<file path="config.mk">
export PLATFORM = sky130hd
export DESIGN_NAME = sp2hp_convert
export DESIGN_NICKNAME = d
export VERILOG_FILES = /design/src/rtl/sp2hp_pkg.sv /design/src/rtl/sp2hp_ctrl.sv /design/src/rtl/sp2hp_datapath.sv /design/src/rtl/sp2hp_convert.sv
export SDC_FILE = /design/constraint.sdc
export NUM_CORES = 1
export LEC_CHECK = 0
export BUFFER_PORTS_ARGS = -buffer_cell sky130_fd_sc_hd__buf_2
export CORE_AREA = 2 2 140 74
export DETAILED_ROUTE_END_ITERATION = 12
export DIE_AREA = 0 0 142 76
export GPL_ROUTABILITY_DRIVEN = 0
export PLACE_DENSITY = 0.62
export SYNTH_ARGS = -nofsm -noshare
export SYNTH_HDL_FRONTEND = slang
export SYNTH_SLANG_ARGS = --single-unit
</file>
<file path="constraint.sdc">
create_clock -name clk -period 21 [get_ports clk]
set_input_delay 3.15 -clock clk [delete_from_list [all_inputs] [get_ports clk]]
set_output_delay 3.15 -clock clk [all_outputs]
set_load 0.01 [all_outputs]
</file>
<file path="src/rtl/sp2hp_pkg.sv">
package sp2hp_pkg;
  localparam int SP_W      = 32;
  localparam int SP_EXP_W  = 8;
  localparam int SP_MAN_W  = 23;
  localparam int HP_W      = 16;
  localparam int HP_EXP_W  = 5;
  localparam int HP_MAN_W  = 10;
  localparam int MODE_W    = 2;
  localparam int SP_BIAS   = 127;
  localparam int HP_BIAS   = 15;
  localparam int REBIAS    = SP_BIAS - HP_BIAS;
  localparam int MAN_DROP  = SP_MAN_W - HP_MAN_W;
  localparam int HP_MAG_W  = HP_W - 1;
  localparam int FULL_W    = SP_MAN_W + 1;
  localparam int REB_W     = SP_EXP_W + 2;
  localparam int SH_W      = 5;

  localparam logic [MODE_W-1:0] MODE_DOWN = 2'd0;
  localparam logic [MODE_W-1:0] MODE_UP   = 2'd1;

  localparam logic [HP_MAG_W-1:0] MAG_INF  = 15'h7C00;
  localparam logic [HP_MAG_W-1:0] MAG_QNAN = 15'h7E00;
  localparam logic [HP_MAG_W-1:0] MAG_MAX  = 15'h7BFF;
  localparam logic [HP_MAG_W-1:0] MAG_TINY = 15'h0001;

  typedef struct packed {
    logic load;
    logic validNext;
  } sp2hp_strobe_t;
endpackage

</file>
<file path="src/rtl/sp2hp_ctrl.sv">
module sp2hp_ctrl
  import sp2hp_pkg::*;
(
  input  logic          clk,
  input  logic          rst_n,
  input  logic          inValid,
  output sp2hp_strobe_t stb,
  output logic          outValid
);
  always_comb begin
    stb.load      = inValid;
    stb.validNext = inValid;
  end

  always_ff @(posedge clk) begin
    if (!rst_n) outValid <= 1'b0;
    else        outValid <= stb.validNext;
  end
endmodule

</file>
<file path="src/rtl/sp2hp_datapath.sv">
module sp2hp_datapath
  import sp2hp_pkg::*;
(
  input  logic              clk,
  input  logic              rst_n,
  input  sp2hp_strobe_t     stb,
  input  logic [SP_W-1:0]   inWord,
  input  logic [MODE_W-1:0] inMode,
  output logic [HP_W-1:0]   outHalf
);
  logic                       sgn;
  logic [SP_EXP_W-1:0]        expIn;
  logic [SP_MAN_W-1:0]        manIn;
  logic signed [REB_W-1:0]    reb;
  logic                       isSpecial, isOver, isUnder, isSub;
  logic                       nearest, awayZero;
  logic [FULL_W-1:0]          fullMan;
  logic [SH_W-1:0]            shAmt;
  logic [HP_EXP_W-1:0]        hpExp;
  logic [HP_MAN_W-1:0]        kept;
  logic [FULL_W:0]            remMask, remBits, halfUlp;
  logic                       bumpUp;
  logic [HP_MAG_W-1:0]        roundedMag, magSel;
  logic [HP_W-1:0]            result;

  always_comb begin
    sgn      = inWord[SP_W-1];
    expIn    = inWord[SP_W-2 -: SP_EXP_W];
    manIn    = inWord[SP_MAN_W-1:0];
    reb      = $signed({2'b00, expIn}) - REB_W'(REBIAS);
    nearest  = inMode[1];
    awayZero = (inMode == MODE_DOWN && sgn) || (inMode == MODE_UP && !sgn);

    isSpecial = (expIn == '1);
    isOver    = (reb >= REB_W'(31));
    isUnder   = (reb < -REB_W'(HP_MAN_W));
    isSub     = (reb <= 0);

    if (isSub) begin
      fullMan = {1'b1, manIn};
      shAmt   = SH_W'(REB_W'(MAN_DROP + 1) - reb);
      hpExp   = '0;
    end else begin
      fullMan = {1'b0, manIn};
      shAmt   = SH_W'(MAN_DROP);
      hpExp   = reb[HP_EXP_W-1:0];
    end

    kept    = HP_MAN_W'(fullMan >> shAmt);
    remMask = ((FULL_W+1)'(1) << shAmt) - (FULL_W+1)'(1);
    remBits = {1'b0, fullMan} & remMask;
    halfUlp = (FULL_W+1)'(1) << (shAmt - SH_W'(1));

    if (nearest)
      bumpUp = (remBits > halfUlp) || (remBits == halfUlp && kept[0]);
    else
      bumpUp = awayZero && (remBits != '0);

    roundedMag = {hpExp, kept} + HP_MAG_W'(bumpUp);

    if (isSpecial)
      magSel = (manIn == '0) ? MAG_INF : MAG_QNAN;
    else if (isOver)
      magSel = (nearest || awayZero) ? MAG_INF : MAG_MAX;
    else if (isUnder)
      magSel = (awayZero && (expIn != '0 || manIn != '0)) ? MAG_TINY : '0;
    else
      magSel = roundedMag;

    result = {sgn, magSel};
  end

  always_ff @(posedge clk) begin
    if (!rst_n)        outHalf <= '0;
    else if (stb.load) outHalf <= result;
  end
endmodule

</file>
<file path="src/rtl/sp2hp_convert.sv">
module sp2hp_convert
  import sp2hp_pkg::*;
(
  input  logic              clk,
  input  logic              rst_n,
  input  logic              inValid,
  input  logic [SP_W-1:0]   inWord,
  input  logic [MODE_W-1:0] inMode,
  output logic              outValid,
  output logic [HP_W-1:0]   outHalf
);
  sp2hp_strobe_t stb;

  sp2hp_ctrl u_ctrl (
    .clk      (clk),
    .rst_n    (rst_n),
    .inValid  (inValid),
    .stb      (stb),
    .outValid (outValid)
  );

  sp2hp_datapath u_dp (
    .clk     (clk),
    .rst_n   (rst_n),
    .stb     (stb),
    .inWord  (inWord),
    .inMode  (inMode),
    .outHalf (outHalf)
  );
endmodule

</file>
* Word level (Yosys, flattened, before mapping)
Cells that the tools add are included.
** Operators by class
- Add/subtract/negate cells :: 5
- Multipliers :: 0
- Div/mod/pow operators :: 0
- $lt $le $gt $ge :: 4
- Equality and inequality tests :: 3
- Shifts and indexed selects :: 3
- Mux-type cells :: 10
- Bitwise gates (word level) :: 1
- Reduce and logical (&&, ||, !) cells :: 15
** Operators by type and width (count)
- << shifter 1 x 5 -> 25 bit (first input constant) :: 2
- 2-to-1 mux 15 bit :: 3
- AND 24 x 25 -> 25 bit :: 1
- == test 25 bit :: 1
- > comparator 25 bit :: 1
- nonzero test 25 bit :: 1
- subtractor 25 x 2 -> 25 bit (second input constant) :: 1
- 2-to-1 mux 24 bit :: 1
- >> shifter 24 x 5 -> 10 bit :: 1
- zero test 23 bit :: 1
- nonzero test 23 bit :: 1
- adder 15 x 1 -> 15 bit :: 1
- 2-to-1 mux 11 bit :: 1
- 2-to-1 mux 10 bit :: 1
- 2-to-1 mux 5 bit :: 2
- greater-or-equal comparator 9 x 6 -> 1 bit (second input constant) :: 1
- <= comparator 9 x 1 -> 1 bit (second input constant) :: 1
- < comparator 9 x 5 -> 1 bit (second input constant) :: 1
- subtractor 8 x 7 -> 9 bit (second input constant) :: 1
- == test 8 bit (second input constant) :: 1
- nonzero test 8 bit :: 1
- logical AND 1 bit :: 5
- subtractor 5 x 1 -> 5 bit (second input constant) :: 1
- subtractor 5 bit (first input constant) :: 1
- other kinds (5) :: 9
** Storage, ports and cells
- Register bits after elaboration :: 17
- Latch bits :: 0
- Bits in writable memories :: 0
- Bits in read-only memories :: 0
- Input bits :: 37
- Output and inout bits :: 17
- Word-level logic and storage cells :: 43
- Memories :: 0

* Depth between registers and ports, before layout
Gate-level depths: netlist (run 1).
- Word-level depth :: 14
- Depth in mapped cells :: 35
- Gate-level depth less buffers :: 29

* Hierarchy
Synthesis (run 1) repeated with hierarchy kept, for this count alone.
** Second synthesis, totals
- Cells, all modules :: 640
- Area, all modules :: 4445.5 sq um
** Modules (own cells, without submodules)
- sp2hp_datapath :: times used 1, cells each 636, area an instance 4404.2 sq um, seq. area each 320.3 sq um
- sp2hp_ctrl :: times used 1, cells each 4, area an instance 41.3 sq um, seq. area each 20.0 sq um

* Worst setup path after synthesis (run 1)
Ideal clock, no wire load.
- Kind :: input -> register
- Start :: input inWord[23]
- End :: register u_dp.outHalf[8]
- Library setup time :: 134 ps
- Arrival time :: 8984 ps
- Data required time :: 20866 ps
- Path slack :: 11883 ps
- Stages on the path :: 35
- Path buffers :: 7
- Path through :: buf_2 inv_1 clkbuf_1 ha_1 or3b_1 buf_2 o21a_1 buf_6 a21oi_1 buf_2 buf_2 nor2_1 nand3_1 ha_1 clkbuf_1 o31ai_1 xor2_1 and2_1 ha_1 a21o_1 a21o_1 a21o_1 a21o_1 a21oi_1 nor2b_1 o21ai_0 a2111oi_0 o22ai_1 a22oi_1 ha_1 ha_1 o2111ai_1 nor3b_1 xnor2_1 o22ai_1
** On the way
- Longest elaborated chain between the ends :: 14
- Elaborated cells between the ends (all ways) :: 25
- Classes of those cells :: 5 x add/sub; 4 x order compare; 2 x eq/ne; 3 x shift; 6 x mux; 1 x bitwise; 4 x reduce/logical
** RTL lines
- start: declaration :: RTL line sp2hp_convert.sv:7 : input logic [SP_W-1:0] inWord,
- branches (longest 13 deep; another with subtractor 25 x 2 -> 25 bit)
- 2-to-1 mux 15 bit (*) :: RTL line sp2hp_datapath.sv:61 : if (isSpecial)
- end signal: assignment :: RTL line sp2hp_datapath.sv:75 : else if (stb.load) outHalf <= result;
- end: declaration :: RTL line sp2hp_datapath.sv:9 : output logic [HP_W-1:0] outHalf
Every way passes the cells marked *.
A chain may end at the register's enable or synchronous reset.

* Worst setup path after layout (run 1)
Ends and elaborated chain as after synthesis.

==> report_table.html, run 1 <==
<table>
<tr><th>Metric</th><th>Value</th></tr>
<tr><th colspan="2">Setup path</th></tr>
<tr><td>Critical Path Slowest Stage Cell</td><td>sky130_fd_sc_hd__o21a_1</td></tr>
<tr><td>Arrival time reported for the critical path endpoint</td><td>10.39 ns</td></tr>
<tr><td>Largest stage delay on the critical path</td><td>between 0.6 and 0.7 ns</td></tr>
<tr><td>Worst Reg-to-Reg Cells</td><td>3</td></tr>
<tr><td>Startpoint type of the worst setup path</td><td>primary input</td></tr>
<tr><td>Reg2reg setup slack</td><td>approximately 20 ns</td></tr>
<tr><td>Worst path most repeated cell</td><td>sky130_fd_sc_hd__ha_1</td></tr>
<tr><td>Startpoint-to-endpoint class of the critical path</td><td>primary input to flip-flop</td></tr>
<tr><td>R2r endpoint</td><td>u_dp.outHalf[10]</td></tr>
<tr><td>Worst path bufs/invs</td><td>4</td></tr>
<tr><td>Delay-heaviest family, CP</td><td>compound AO/OA/AOI/OAI gates</td></tr>
<tr><td>Required @ worst endpoint</td><td>21.12 ns</td></tr>
<tr><td>CP endpoint kind</td><td>flip-flop</td></tr>
<tr><td>First element of the critical path</td><td>inWord[23]</td></tr>
<tr><td>Highest net fanout along the worst path</td><td>47</td></tr>
<tr><td>Beginning of the worst register-to-register path</td><td>u_dp.outHalf[10]</td></tr>
<tr><th colspan="2">Global routing</th></tr>
<tr><td>Total overflow reported by the global router</td><td>0</td></tr>
<tr><td>Global-route wire length before repair</td><td>29,400 µm</td></tr>
<tr><td>Largest net degree at the start of global routing</td><td>48</td></tr>
<tr><td>Antenna violations before repair</td><td>0</td></tr>
<tr><td>Global router's overall resource usage</td><td>34.6%</td></tr>
<tr><td>Vias in the first global route</td><td>5,146</td></tr>
<tr><th colspan="2">Hold path</th></tr>
<tr><td>Min-Delay Startpoint</td><td>u_dp.outHalf[1]</td></tr>
<tr><td>Kind of path behind the tightest hold check</td><td>flip-flop to flip-flop</td></tr>
<tr><td>Hold-critical path depth</td><td>2</td></tr>
<tr><td>Sink of the worst hold path</td><td>u_dp.outHalf[1]</td></tr>
<tr><th colspan="2">Clocking</th></tr>
<tr><td>Number of buffers between clock root and the deepest sink</td><td>2</td></tr>
<tr><td>Setup Buffers After CTS</td><td>0</td></tr>
<tr><td>Clk root buf</td><td>sky130_fd_sc_hd__clkbuf_16</td></tr>
<tr><td>H-Tree Depth</td><td>1</td></tr>
<tr><td>Skew-Pair Late Insertion Delay</td><td>0.25 ns</td></tr>
<tr><td>Cts-stage hold buffer count</td><td>0</td></tr>
<tr><td>Clock slew at the register clock pins of the worst setup and hold paths</td><td>0.05 ns</td></tr>
<tr><td>Cts bufs inserted</td><td>3</td></tr>
<tr><td>Gates resized, CTS repair</td><td>0</td></tr>
<tr><td>CTS tree</td><td>done</td></tr>
<tr><td>Sinks on Clock Net</td><td>17</td></tr>
<tr><th colspan="2">Placement</th></tr>
<tr><td>Minimum setup slack after placement</td><td>10.81 ns</td></tr>
<tr><td>Total cell area at the placement stage</td><td>0.00454 mm²</td></tr>
<tr><td>Number of instances in the placed design</td><td>755</td></tr>
<tr><td>Count of port buffers added during placement</td><td>53</td></tr>
<tr><td>Detailed Place HPWL</td><td>between 10,000 and 15,000 µm</td></tr>
<tr><th colspan="2">STA</th></tr>
<tr><td>Fin crit period</td><td>just over 10 ns</td></tr>
<tr><td>Worst-case headroom to the max-slew limit</td><td>between 20% and 30%</td></tr>
<tr><td>Slew of the pin with the lowest slew margin</td><td>~1.1 ns</td></tr>
<tr><td>Final-report max-slew violation count</td><td>0</td></tr>
<tr><td>Summed negative setup slack over all endpoints</td><td>0 ns</td></tr>
<tr><td>Setup repair after global routing missed its margin</td><td>no</td></tr>
<tr><td>Count of endpoints failing hold in the final timing report</td><td>0</td></tr>
<tr><td>Total of endpoints with negative setup slack in the final report</td><td>0</td></tr>
<tr><td>Worst clock skew on the final layout</td><td>0 ns</td></tr>
<tr><td>Maximum clock rate</td><td>97.4 MHz</td></tr>
<tr><td>Final Worst Setup Slack</td><td>10.73 ns</td></tr>
<tr><td>WHS</td><td>~0.47 ns</td></tr>
<tr><td>Final clock period utilization by the worst path</td><td>between 40% and 50%</td></tr>
<tr><th colspan="2">Finish</th></tr>
<tr><td>Most common cell after layout, fill and taps aside</td><td>sky130_fd_sc_hd__buf_2</td></tr>
<tr><td>Fraction of layout instances using a drive strength above 1</td><td>14.5%</td></tr>
<tr><td>Layout overhead on the synthesized area</td><td>10.1%</td></tr>
<tr><td>Non-filler instance count after layout</td><td>759</td></tr>
<tr><td>Final Net Count</td><td>~700</td></tr>
<tr><td>Antenna diode count</td><td>0</td></tr>
<tr><td>Share of the core filled with cells in the final layout</td><td>between 40% and 50%</td></tr>
<tr><td>Commonest non-fill, non-tap cells in the layout</td><td>53 x sky130_fd_sc_hd__buf_2, 50 x sky130_fd_sc_hd__a21oi_1, 49 x sky130_fd_sc_hd__nand2_1</td></tr>
<tr><td>Post-route cell area</td><td>0.00462 mm²</td></tr>
<tr><th colspan="2">Synthesis</th></tr>
<tr><td>Combinational family with the most area after synthesis</td><td>compound AO/OA/AOI/OAI gates</td></tr>
<tr><td>Post-synthesis sequential area ratio</td><td>8.11%</td></tr>
<tr><td>Synth Area in XOR/XNOR</td><td>6.26%</td></tr>
<tr><td>Proportion of netlist area held by the largest area contributor</td><td>9.55%</td></tr>
<tr><td>Number of warnings reported in the yosys synthesis log</td><td>0</td></tr>
<tr><td>Post-synthesis register bit count</td><td>17</td></tr>
<tr><td>EDFF count, synth</td><td>0</td></tr>
<tr><td>Most used DFF post-synth</td><td>sky130_fd_sc_hd__dfxtp_1</td></tr>
<tr><td>Compound-cell area share of the yosys netlist</td><td>36.7%</td></tr>
<tr><td>Number of unique standard cell types used by synthesis</td><td>81</td></tr>
<tr><td>Fraction of synthesized area in multiplexers</td><td>4.92%</td></tr>
<tr><td>Synth Cell Area</td><td>0.00419 mm²</td></tr>
<tr><td>Async S/R FF share, synth</td><td>0%</td></tr>
<tr><td>Synthesized area divided by synthesized cell count</td><td>6.93 µm²</td></tr>
<tr><td>Cell type with the largest total area after synthesis</td><td>sky130_fd_sc_hd__ha_1</td></tr>
<tr><td>Largest cells by area after synthesis</td><td>sky130_fd_sc_hd__ha_1 9.5%, sky130_fd_sc_hd__dfxtp_1 8.1%, sky130_fd_sc_hd__a21oi_1 6.0%, sky130_fd_sc_hd__nand2_1 4.4%, sky130_fd_sc_hd__o21ai_0 3.9%</td></tr>
<tr><td>Adder-cell share of the synthesized area</td><td>9.55%</td></tr>
<tr><td>Net count after synthesis</td><td>674</td></tr>
<tr><td>Synthesized-area fraction occupied by and/or/nand/nor cells</td><td>around 29%</td></tr>
<tr><td>Syn Inst Count</td><td>605</td></tr>
<tr><th colspan="2">Detailed routing</th></tr>
<tr><td>Post-DR vias/cell</td><td>7.37</td></tr>
<tr><td>Number of violations reported at the end of detailed-routing iteration 0</td><td>1,357</td></tr>
<tr><td>Routed length per placed instance</td><td>24.9 µm</td></tr>
<tr><td>DRC violation count after routing</td><td>0</td></tr>
<tr><td>Total wirelength of the detailed-routed design</td><td>about 19,000 µm</td></tr>
<tr><td>Detailed-route via count</td><td>5,596</td></tr>
<tr><td>Number of nets still failing antenna checks after routing</td><td>0</td></tr>
<tr><td>Detailed-router iteration count before antenna repair</td><td>11</td></tr>
<tr><th colspan="2">Floorplanning</th></tr>
<tr><td>Number of top-level design ports</td><td>54</td></tr>
<tr><td>Placeable Area</td><td>0.00973 mm²</td></tr>
<tr><td>Die footprint</td><td>0.0108 mm²</td></tr>
<tr><td>Die span in x</td><td>142 µm</td></tr>
<tr><td>Starting density of the core</td><td>43.1%</td></tr>
<tr><td>Num rows</td><td>26</td></tr>
<tr><td>Die outline height</td><td>76 µm</td></tr>
<tr><th colspan="2">Power</th></tr>
<tr><td>Worst vdd rail ir drop</td><td>27.3 µV</td></tr>
<tr><td>Post-layout total power</td><td>0.198 mW</td></tr>
<tr><td>Pleak</td><td>1.77 nW</td></tr>
<tr><td>Total power divided by cell area</td><td>42.9 mW/mm²</td></tr>
<tr><th colspan="2">Run</th></tr>
<tr><td>Number of max-cap violations</td><td>0</td></tr>
<tr><th colspan="2">Run status</th></tr>
<tr><td>Run status</td><td>finished, final reports clean</td></tr>
</table>
-- sequential cells by signal, summed over array words and instances (netlist names) --
register,flops
u_ctrl.outValid,1
u_dp.outHalf,16
-- worst register-to-register path: stages (launching register included) --
cell,delay (ns)
sky130_fd_sc_hd__dfxtp_1,0.32
sky130_fd_sc_hd__o21ai_0,0.09
sky130_fd_sc_hd__or3_1,0.32
sky130_fd_sc_hd__o22ai_1,0.13
-- cell type report --
type | instances | area [µm²]
clock buffer | 4 | 78.8
fill | 1006 | 5110
inverter | 13 | 48.8
multi-input combinational | 532 | 3620
sequential | 17 | 340
tap | 126 | 158
timing repair buffer | 67 | 370
-- per-layer routing --
metal	vias up	global-route usage, %	share of wire (%)
met5	-	8.61	0.74
met4	6	7.40	4.3
met3	118	22.0	20
met2	534	42.5	34
met1	2540	48.4	41
li1	2398	-	-
-- synth_stat cells (all sizes together) (4+ instances only) --
cell type	number
ha	32
a21o	10
inv	12
mux2i	15
a211oi	17
xnor2	17
nor2b	13
a21boi	7
o31ai	7
nor4	12
nand2	49
and2	14
o2111ai	4
nand3	30
nand4	20
nand2b	6
o22ai	12
o211ai	12
o21a	10
o21ai	36
and3	4
or3	7
dfxtp	17
a2111oi	4
clkbuf	27
a21oi	51
xor2	13
buf	16
a22oi	4
o32ai	4
nor2	44
a221oi	6
nor3	14
-- power breakdown --
part / internal [mW] / leakage, nW / total (mW) / switching [mW]
clock: 0.0258 / 0.0382 / 0.0378 / 0.0120
sequential: 0.0351 / 0.140 / 0.0363 / 0.00129
combinational: 0.0422 / 1.59 / 0.124 / 0.0818
total: 0.103 / 1.77 / 0.198 / 0.0951
-- how the worst max path moves through the flow --
stage	end	slack [ns]	depth (start not counted)
2_1_floorplan	u_dp.outHalf[8]	11.88	35
5_1_grt	u_dp.outHalf[12]	10.21	31
3_3_place_gp	u_dp.outHalf[8]	11.13	31
3_5_place_dp	u_dp.outHalf[14]	10.81	31
4_1_cts	u_dp.outHalf[8]	11.05	31
6_report	u_dp.outHalf[8]	10.73	31
-- cell families (layout without fill, tap and decap cells) --
family / count (synthesis) / after routing
flops: 17 / 17
xor+xnor: 30 / 30
buf+inv: 56 / 84
mux: 19 / 19
fa+ha+maj: 32 / 32
compound gates: 221 / 221
simple gates: 230 / 230
Note: power is estimated with default switching activity, not from simulation.
==> run 2, diff against run 1 <==
- clock period: 21 -> 10.2 ns (I/O delays scaled with it)
==> run 2 against run 1 <==
Critical path depth down 1; via count about the same; power up 110%; largest cell class unchanged.
==> report_table.html, run 2 (synthesis results as in run 1) <==
<table>
<tr><th>Metric</th><th>Value</th></tr>
<tr><th colspan="2">Global routing</th></tr>
<tr><td>Antenna violations before repair</td><td>0 (unchanged)</td></tr>
<tr><td>Global router's overall resource usage</td><td>33.8% (was 34.6%)</td></tr>
<tr><td>Global-route wire length before repair</td><td>28,700 µm (was 29,400 µm)</td></tr>
<tr><td>Largest net degree at the start of global routing</td><td>47 (was 48)</td></tr>
<tr><td>Vias in the first global route</td><td>4,968 (was 5,146)</td></tr>
<tr><td>Total overflow reported by the global router</td><td>0 (unchanged)</td></tr>
<tr><th colspan="2">Finish</th></tr>
<tr><td>Commonest non-fill, non-tap cells in the layout</td><td>53 x sky130_fd_sc_hd__buf_2, 50 x sky130_fd_sc_hd__a21oi_1, 49 x sky130_fd_sc_hd__nand2_1 (unchanged)</td></tr>
<tr><td>Layout overhead on the synthesized area</td><td>10.3% (was 10.1%)</td></tr>
<tr><td>Final Net Count</td><td>704 (was 703)</td></tr>
<tr><td>Antenna diode count</td><td>0 (unchanged)</td></tr>
<tr><td>Largest register by flop count</td><td>u_dp.outHalf (unchanged)</td></tr>
<tr><td>Most common cell after layout, fill and taps aside</td><td>sky130_fd_sc_hd__buf_2 (unchanged)</td></tr>
<tr><td>Post-route cell area</td><td>0.00462 mm² (about the same)</td></tr>
<tr><td>Registers with the most flip-flops</td><td>u_dp.outHalf x16, u_ctrl.outValid x1 (unchanged)</td></tr>
<tr><td>Total area of multi-input combinational cells</td><td>0.00362 mm² (unchanged)</td></tr>
<tr><td>Max FFs per register</td><td>16 (unchanged)</td></tr>
<tr><td>Number of fillers in the final layout</td><td>1,001 (was 1,006)</td></tr>
<tr><td>Storage cell area</td><td>340 µm² (unchanged)</td></tr>
<tr><td>Fraction of layout instances using a drive strength above 1</td><td>14.8% (was 14.5%)</td></tr>
<tr><th colspan="2">Setup path</th></tr>
<tr><td>Highest net fanout along the worst path</td><td>23 (was 47)</td></tr>
<tr><td>Required @ worst endpoint</td><td>10.32 ns (was 21.12 ns)</td></tr>
<tr><td>Arrival time reported for the critical path endpoint</td><td>8.08 ns (was 10.39 ns)</td></tr>
<tr><td>CP endpoint kind</td><td>flip-flop (unchanged)</td></tr>
<tr><td>Critical Path Slowest Stage Cell</td><td>sky130_fd_sc_hd__o21a_1 (unchanged)</td></tr>
<tr><td>Largest stage delay on the critical path</td><td>0.50 ns (was 0.69 ns)</td></tr>
<tr><td>Startpoint-to-endpoint class of the critical path</td><td>primary input to flip-flop (unchanged)</td></tr>
<tr><td>Startpoint type of the worst setup path</td><td>primary input (unchanged)</td></tr>
<tr><td>Worst path most repeated cell</td><td>sky130_fd_sc_hd__ha_1 (unchanged)</td></tr>
<tr><th colspan="2">Clocking</th></tr>
<tr><td>Sinks on Clock Net</td><td>17 (unchanged)</td></tr>
<tr><td>Cts-stage hold buffer count</td><td>0 (unchanged)</td></tr>
<tr><td>CTS tree</td><td>done (unchanged)</td></tr>
<tr><td>Clock slew at the register clock pins of the worst setup and hold paths</td><td>0.05 ns (about the same)</td></tr>
<tr><td>H-Tree Depth</td><td>1 (unchanged)</td></tr>
<tr><td>Clk root buf</td><td>sky130_fd_sc_hd__clkbuf_16 (unchanged)</td></tr>
<tr><td>Setup Buffers After CTS</td><td>0 (unchanged)</td></tr>
<tr><td>Number of buffers between clock root and the deepest sink</td><td>2 (unchanged)</td></tr>
<tr><td>Skew-Pair Late Insertion Delay</td><td>0.25 ns (about the same)</td></tr>
<tr><td>Gates resized, CTS repair</td><td>0 (unchanged)</td></tr>
<tr><td>Cts bufs inserted</td><td>3 (unchanged)</td></tr>
<tr><th colspan="2">STA</th></tr>
<tr><td>Total of endpoints with negative setup slack in the final report</td><td>0 (unchanged)</td></tr>
<tr><td>Slew of the pin with the lowest slew margin</td><td>1.08 ns (was 1.14 ns)</td></tr>
<tr><td>Summed negative setup slack over all endpoints</td><td>0 ns (unchanged)</td></tr>
<tr><td>Worst-case headroom to the max-slew limit</td><td>27.4% (was 23.8%)</td></tr>
<tr><td>Final clock period utilization by the worst path</td><td>between 70% and 80%</td></tr>
<tr><td>Fin crit period</td><td>between 7 and 8 ns</td></tr>
<tr><td>Count of endpoints failing hold in the final timing report</td><td>0 (unchanged)</td></tr>
<tr><td>Maximum clock rate</td><td>approximately 130 MHz</td></tr>
<tr><td>Final-report max-slew violation count</td><td>0 (unchanged)</td></tr>
<tr><td>Setup repair after global routing missed its margin</td><td>no (unchanged)</td></tr>
<tr><td>Worst clock skew on the final layout</td><td>0 ns (unchanged)</td></tr>
<tr><th colspan="2">Detailed routing</th></tr>
<tr><td>Total length of routed met3 wires</td><td>3720 µm (was 3820 µm)</td></tr>
<tr><td>DRC violation count after routing</td><td>0 (unchanged)</td></tr>
<tr><td>Total length of routed met2 wires</td><td>6270 µm (was 6400 µm)</td></tr>
<tr><td>Number of violations reported at the end of detailed-routing iteration 0</td><td>1,182 (was 1,357)</td></tr>
<tr><td>Routed length per placed instance</td><td>24.7 µm (was 24.9 µm)</td></tr>
<tr><td>Highest metal layer used by the detailed router</td><td>met5 (unchanged)</td></tr>
<tr><td>Post-DR vias/cell</td><td>7.37 (about the same)</td></tr>
<tr><td>Detailed-route via count</td><td>5,600 (was 5,596)</td></tr>
<tr><td>Detailed-router iteration count before antenna repair</td><td>12 (was 11)</td></tr>
<tr><td>Total wirelength of the detailed-routed design</td><td>18,800 µm (was 18,900 µm)</td></tr>
<tr><td>Met1 layer wirelength in the final routing</td><td>8000 µm (was 7700 µm)</td></tr>
<tr><td>Number of nets still failing antenna checks after routing</td><td>0 (unchanged)</td></tr>
<tr><th colspan="2">Placement</th></tr>
<tr><td>Total cell area at the placement stage</td><td>0.00454 mm² (about the same)</td></tr>
<tr><td>Detailed Place HPWL</td><td>14,400 µm (was 14,600 µm)</td></tr>
<tr><td>Count of port buffers added during placement</td><td>53 (unchanged)</td></tr>
<tr><th colspan="2">Floorplanning</th></tr>
<tr><td>Starting density of the core</td><td>43.1% (unchanged)</td></tr>
<tr><td>Die outline height</td><td>76 µm (unchanged)</td></tr>
<tr><td>Die span in x</td><td>142 µm (unchanged)</td></tr>
<tr><td>Num rows</td><td>26 (unchanged)</td></tr>
<tr><td>Die footprint</td><td>0.0108 mm² (unchanged)</td></tr>
<tr><td>Placeable Area</td><td>0.00973 mm² (unchanged)</td></tr>
<tr><td>Number of top-level design ports</td><td>54 (unchanged)</td></tr>
<tr><th colspan="2">Power</th></tr>
<tr><td>Worst vdd rail ir drop</td><td>53.8 µV (was 27.3 µV)</td></tr>
<tr><td>Total power divided by cell area</td><td>88.7 mW/mm² (was 42.9 mW/mm²)</td></tr>
<tr><td>Post-layout total power</td><td>0.410 mW (was 0.198 mW)</td></tr>
<tr><td>Pleak</td><td>1.78 nW (was 1.77 nW)</td></tr>
<tr><th colspan="2">Hold path</th></tr>
<tr><td>Kind of path behind the tightest hold check</td><td>flip-flop to flip-flop (unchanged)</td></tr>
<tr><th colspan="2">Run</th></tr>
<tr><td>Number of max-cap violations</td><td>0 (unchanged)</td></tr>
<tr><th colspan="2">Run status</th></tr>
<tr><td>Run status</td><td>finished, final reports clean (unchanged)</td></tr>
</table>
run 2: cell types whose count changed in the layout (fill, tap and decap cells not counted), sizes merged:
cell	before	now
buf	67	68
clkbuf	4	3
clkinv	1	2
run 2: report_power, final:
group / internal, mW / total [mW] / switching [mW]
Sequential: 0.0721 / 0.0746 / 0.00257
Combinational: 0.0877 / 0.255 / 0.167
Clock: 0.0526 / 0.0803 / 0.0278
run 2: worst paths after layout:
check,startpoint,end,slack [ns],cells after the start
worst max-delay path,inWord[24],u_dp.outHalf[8],2.24,30
worst min-delay path,u_dp.outHalf[1],u_dp.outHalf[1],0.46,2
worst max register to register,u_dp.outHalf[10],u_dp.outHalf[10],9.25,3
worst min register to register,u_dp.outHalf[1],u_dp.outHalf[1],0.46,2
run 2: critical path, delay by kind of cell:
family          cells  cell delay [ns]
buf+inv             3             0.58
compound gates     14             2.79
xor+xnor            2             0.32
simple gates        6             1.45
fa+ha+maj           5             1.38
run 2: final cells by class:
class / count / share of cell area, %
Sequential cell: 17 / 7.36
Multi-Input combinational cell: 532 / 78.3
Timing Repair Buffer: 68 / 8.17
Clock buffer: 3 / 1.62
Clock inverter: 1 / 0.108
Tap cell: 126 / 3.41
Inverter: 13 / 1.06
run 2: routing by layer:
layer  vias up  track usage [%]
met3       114             19.0
met4         2             9.00
met2       544             40.6
met1      2544             49.5
met5         -             2.87
li1       2396                -
run 2: stage by stage:
step / worst slack (ns) / utilization [%] / instances / hold slack (ns)
after floorplan: 2.70 / - / 605 / 0.486
after global placement: 2.51 / 46.7 / 756 / 0.451
after detailed placement: 2.28 / 46.7 / 756 / 0.456
after CTS: 2.52 / 47.5 / 760 / 0.464
after global routing: 1.88 / 47.5 / 760 / 0.485
final: 2.24 / 47.5 / 760 / 0.463
